### src/rtl/i2c_cmd_master.sv
module i2c_cmd_master #(
  parameter int BAUD_W = 8
) (
  input  logic              clk,
  input  logic              rst_n,
  input  logic              master_en,
  input  logic              cmd_we,
  input  logic [4:0]        cmd_wdata,
  input  logic              ack_data,
  input  logic              tx_we,
  input  logic [7:0]        tx_data,
  input  logic [BAUD_W-1:0] baud,
  input  logic              sda_in,
  input  logic              scl_in,
  output logic              sda_lo,
  output logic              scl_lo,
  output logic              busy,
  output logic [4:0]        cmd_bits,
  output logic [7:0]        rx_data,
  output logic              nack,
  output logic              wcol,
  output logic              done
);

  typedef enum logic [2:0] {S_IDLE, S_START, S_RESTART, S_STOP, S_TX, S_RX, S_ACK} st_t;

  st_t              st, cmd_st;
  logic [4:0]       step, last;
  logic [BAUD_W-1:0] cnt;
  logic [7:0]       sh, rxd;
  logic             ack_lat, scl_hold, sda_hold, nack_q, wcol_q, done_q;
  logic             high, stall;

  assign busy     = (st != S_IDLE);
  assign cmd_bits = {st == S_ACK, st == S_RX, st == S_STOP, st == S_RESTART, st == S_START};
  assign rx_data  = rxd;
  assign nack     = nack_q;
  assign wcol     = wcol_q;
  assign done     = done_q;
  assign high     = busy && !scl_lo;
  assign stall    = high && !scl_in;

  always_comb begin
    cmd_st = S_IDLE;
    if (cmd_wdata[0]) cmd_st = S_START;
    if (cmd_wdata[1]) cmd_st = S_RESTART;
    if (cmd_wdata[2]) cmd_st = S_STOP;
    if (cmd_wdata[3]) cmd_st = S_RX;
    if (cmd_wdata[4]) cmd_st = S_ACK;
  end

  always_comb begin
    case (st)
      S_START, S_ACK: last = 5'd1;
      S_RESTART:      last = 5'd3;
      S_STOP:         last = 5'd2;
      S_TX:           last = 5'd17;
      S_RX:           last = 5'd15;
      default:        last = 5'd0;
    endcase
  end

  always_comb begin
    scl_lo = scl_hold;
    sda_lo = sda_hold;
    case (st)
      S_START:   begin sda_lo = 1'b1; scl_lo = (step == 5'd1); end
      S_RESTART: begin sda_lo = step[1]; scl_lo = (step == 5'd0) || (step == 5'd3); end
      S_STOP:    begin sda_lo = (step != 5'd2); scl_lo = (step == 5'd0); end
      S_TX:      begin scl_lo = !step[0]; sda_lo = (step < 5'd16) ? !sh[7] : 1'b0; end
      S_RX:      begin scl_lo = !step[0]; sda_lo = 1'b0; end
      S_ACK:     begin scl_lo = !step[0]; sda_lo = !ack_lat; end
      default:   ;
    endcase
  end

  always_ff @(posedge clk or negedge rst_n) begin
    if (!rst_n) begin
      st       <= S_IDLE;
      step     <= '0;
      cnt      <= '0;
      sh       <= '0;
      rxd      <= '0;
      ack_lat  <= 1'b0;
      scl_hold <= 1'b0;
      sda_hold <= 1'b0;
      nack_q   <= 1'b0;
      wcol_q   <= 1'b0;
      done_q   <= 1'b0;
    end else begin
      done_q <= 1'b0;
      if (st == S_IDLE) begin
        if (master_en && cmd_we) begin
          if ($onehot(cmd_wdata)) begin
            st      <= cmd_st;
            step    <= '0;
            cnt     <= baud;
            ack_lat <= ack_data;
            wcol_q  <= 1'b0;
          end else begin
            wcol_q <= 1'b1;
          end
        end else if (master_en && tx_we) begin
          st     <= S_TX;
          sh     <= tx_data;
          step   <= '0;
          cnt    <= baud;
          wcol_q <= 1'b0;
        end
      end else begin
        if (master_en && (cmd_we || tx_we)) wcol_q <= 1'b1;
        if (stall) begin
          cnt <= baud;
        end else if (cnt != '0) begin
          cnt <= cnt - 1'b1;
        end else begin
          if (st == S_RX && step[0]) rxd <= {rxd[6:0], sda_in};
          if (st == S_TX && step[0]) sh <= {sh[6:0], 1'b0};
          if (step == last) begin
            st       <= S_IDLE;
            step     <= '0;
            done_q   <= (st == S_TX) || (st == S_RX) || (st == S_ACK);
            scl_hold <= (st != S_STOP);
            sda_hold <= (st == S_START) || (st == S_RESTART) || (st == S_ACK && !ack_lat);
            if (st == S_TX) nack_q <= sda_in;
          end else begin
            step <= step + 1'b1;
            cnt  <= baud;
          end
        end
      end
    end
  end

  p_accept_r2: assert property (@(posedge clk) disable iff (!rst_n)
    !busy && master_en && cmd_we && $onehot(cmd_wdata) |=> busy && cmd_bits == $past(cmd_wdata));

  p_stop_release_r4: assert property (@(posedge clk) disable iff (!rst_n)
    !busy && $past(busy) && $past(cmd_bits[2]) |-> !scl_lo && !sda_lo);

  p_tx_accept_r7: assert property (@(posedge clk) disable iff (!rst_n)
    !busy && master_en && !cmd_we && tx_we |=> busy && cmd_bits == 5'd0);

  p_done_edge_r8: assert property (@(posedge clk) disable iff (!rst_n)
    done |-> !busy && $past(busy));

  p_wcol_set_r9: assert property (@(posedge clk) disable iff (!rst_n)
    busy && master_en && (cmd_we || tx_we) |=> wcol);

  p_master_off_r10: assert property (@(posedge clk) disable iff (!rst_n)
    !busy && !master_en |=> !busy && $stable(wcol));

  p_stretch_hold_r12: assert property (@(posedge clk) disable iff (!rst_n)
    busy && !scl_lo && !scl_in |=> busy && $stable(scl_lo) && $stable(sda_lo));

  p_sda_steady_r13: assert property (@(posedge clk) disable iff (!rst_n)
    busy && $past(busy) && !scl_lo && $past(!scl_lo) && $stable(cmd_bits) &&
    (cmd_bits[3] || cmd_bits[4] || cmd_bits == 5'd0) |-> $stable(sda_lo));

endmodule

### config.mk
export PLATFORM = sky130hd
export DESIGN_NAME = i2c_cmd_master
export DESIGN_NICKNAME = d
export VERILOG_FILES = /design/src/rtl/i2c_cmd_master.sv
export SDC_FILE = /design/constraint.sdc
export NUM_CORES = 1
export LEC_CHECK = 0
export CAP_MARGIN = 10
export CORE_MARGIN = 4
export CORE_UTILIZATION = 52
export CTS_CLUSTER_SIZE = 25
export DETAILED_ROUTE_END_ITERATION = 8
export HOLD_SLACK_MARGIN = 0.06
export MAX_ROUTING_LAYER = met4
export PLACE_DENSITY_LB_ADDON = 0.15
export RECOVER_POWER = 25
export SYNTH_ARGS = -nofsm -noshare
export SYNTH_HDL_FRONTEND = slang
export SYNTH_SLANG_ARGS = --single-unit
### constraint.sdc
create_clock -name clk -period 3.25 [get_ports clk]
set_input_delay 0.325 -clock clk [delete_from_list [all_inputs] [get_ports clk]]
set_output_delay 0.325 -clock clk [all_outputs]
set_load 0.02 [all_outputs]
==> run metrics <==
top cell type's share of synthesized area=39.44%; Power Density=879.0 mW/mm2; Post-Synth XOR/XNOR Area=0.3633%; top cells by area, synth=dfrtp_1 (39%), mux2_2 (7.9%), nand2_1 (5.4%); violated checks=capacitance limit, slew limit; Routed Antenna Nets=0; fin crit period=3.029 ns; antenna violations before repair=0; Buffers on Ports=47; met1 usage=28.19%; clock network fraction of design power=14.7%; Avg WL per Cell=15.21 um; critical path launch point=cmd_wdata[0]; Final Hold Vio Count=0; area leader, netlist=dfrtp_1; Simple-Gate Fraction of Synth Area=20.45%; clock slew at reported path FFs=0.08 ns; grt met3 use=4.255%; H-tree Lvls=2; Reg power frac=28.9%; IO Pins=48; num rows=24; TritonCTS clock tree=yes; gr usage total=20.72%; DR vias/cell=5.824; share of cells above drive strength 1=15.46%; grt ovf=0; max cap viols=1; Max Slew Vio Count=39; CP endpoint=cnt[2]$_DFFE_PN0P_; final std cells w/o fill=369; final worst-path cycle share=93.19%; pin count of the biggest net entering global routing=39; detailed placement HPWL=4.182 mm; largest family of logic cells by synthesized area=simple AND/OR/NAND/NOR gates; multiplexer share of the synthesized area=10.85%; Die Width=76.10 um; worst r2r src=st[0]$_DFFE_PN0P_; postcts setup bufs=0; post-synthesis adder-cell area fraction=5.812%; Switching Power=1211 uW; Worst Tran Pin Value=2.056 ns; total power=2741 uW; worst reg2reg setup slack=0.52 ns; busiest grt layer=met2; CTS buffer count=5; DR pass1 iterations=4; Clock Skew=0.005164 ns; R2R depth=7; most frequent cell after synthesis=dfrtp_1; #FFs+latches synth=38; Arr. time, crit path=3.21 ns; vias in the first global route=2049; dominant synthesized flop cell=dfrtp_1; maximum VDD drop=0.0004624 V; DRC=0; die area=0.005790 mm2; Util after Layout=70.63%; placed cells=361; post-synthesis compound-gate area fraction=18.94%; drt initial violations=191; Die H=76.10 um; syn_area_per_cell=9.238 um2; count of different cell masters after synthesis=55; async set-reset flop share out of synthesis=100.0%; RSZ-0062 raised after global routing=false; gpl congestion=0.8559; Sw Ratio=44.17%; CTS Root Cell=clkbuf_8; Req. time, crit path=3.44 ns; core area=0.004414 mm2; Logic pwr share=56.4%; Worst-Skew Late Latency=0.29 ns; Nets=355; Mapped Cells=261; maximum fanout along the worst path=4; Crit. End Element=flop; Synth Cell Area=0.002411 mm2; ANT cells=0; worst hold margin=0.4964 ns; drt total wl=5.614 mm; Syn Nets=300; Max Root-Sink Buffers=2; critical path launch point type=primary input; Setup-failing EPs final=0; grt met2 use=31.34%; Max Freq=330.2 MHz; status=finished with violations; Crit Path Category=primary input to flop; Relative slew margins=-37.06%; first-pass GRT wire length=9.742 mm; internal power=1530 uW; Area Growth Syn to Fin=29.32%; EDFF count, synth=0; sequential share of the synthesized area=39.44%; P_leak=0.001357 uW; Crit Reg-Reg Endpoint=cnt[5]$_DFFE_PN0P_; fillers=352; list of most frequent post-synthesis cells=dfrtp_1 (38), nand2_1 (35), o21ai_0 (19); Initial Utilization=54.62%; Synthesis Warnings=0; CTS sink cnt=38; DR vias=2149; Hold Path Class=flop to flop
## layer usage
layer | part of all wire, % | up-vias
met3 | 5.3 | 8
met5 | 0 | -
li1 | - | 1056
met2 | 47 | 60
met4 | 1.5 | 0
met1 | 46 | 1025
## worst max-delay path, stage by stage
cell and delay [ns]:
clkdlybuf4s50_1 0.46, fa_1 0.51, fa_1 0.39, ha_1 0.30, nor3b_2 0.20, mux2i_1 0.12, o21ai_1 0.18, buf_4 0.15
o31a_1 0.21, o21ai_0 0.13, a22o_1 0.24
## state kept, by name (all words and copies together), names as in the netlist, 3 cells and up
register and count:
rx_data 8, sh 8, st 3, step 5
cnt 8
## power by group through the flow
stage	Sequential (uW)	Clock [uW]	Combinational, uW
final	792	403	1550
after global placement	793	0	1510
after global routing	816	437	1730
after detailed placement	800	0	1530
after CTS	790	411	1540
after floorplan	726	0	1100
## through the flow
stage	instance area [um2]	setup TNS [ns]	setup slack [ns]
floorplan	2411	0	0.3661
global placement	2993	-0.5262	-0.1126
detailed placement	2993	-1.506	-0.2001
CTS	3107	0	0.1172
global route	3118	0	0.004533
finish	3118	0	0.2214
## cell families after synthesis
logic type,after synthesis
AOI/OAI and AO/OA,64
adders and majority gates,10
xor gates and xnor gates,1
muxes,24
and+or+nand+nor,98
DFF,38
buffers and inverters,26
## how the worst min path moves through the flow
stage	slack (ns)	from	to	cells past startpoint
final	0.50	cnt[0]$_DFFE_PN0P_	cnt[0]$_DFFE_PN0P_	1
after global routing	0.52	cnt[0]$_DFFE_PN0P_	cnt[0]$_DFFE_PN0P_	1
after CTS	0.17	rst_n	step[1]$_DFFE_PN0P_	1
after detailed placement	0.49	rst_n	step[1]$_DFFE_PN0P_	1
after global placement	0.49	rst_n	step[1]$_DFFE_PN0P_	1
after floorplan	0.03	rst_n	ack_lat$_DFFE_PN0P_	0
## layout make-up
class | count | area, um2 | area share [%]
Clock buffer | 5 | 68.82 | 2.207
Multi-Input combinational cell | 197 | 1378 | 44.18
Tap cell | 52 | 65.06 | 2.087
Inverter | 15 | 56.30 | 1.806
Sequential cell | 38 | 950.9 | 30.50
Timing Repair Buffer | 59 | 554.3 | 17.78
Clock inverter | 3 | 45.04 | 1.445
## timing repair
item,CTS,global route
endpoints found under the setup margin,0,14
resized for setup,0,3
hold endpoints to repair,0,0
hold buffers,0,0
## placed cells by master (no fill, tap or decap), drive strengths merged, types with 2 or more instances in the layout
master          n
clkdlybuf4s50  46
dfrtp          38
nand2          35
o21ai          20
mux2           17
nor2           17
inv            14
a21oi          14
buf            12
nor3           11
ha              8
nand3           7
mux2i           7
clkbuf          6
nand2b          5
or3             5
nand4           4
nor4            4
o41ai           4
o22ai           3
nor2b           2
a211oi          2
or4             2
a211o           2
o31a            2
fa              2
clkinvlp        2
nor3b           2
o31ai           2
No activity file was read; power rests on OpenSTA's default activity.
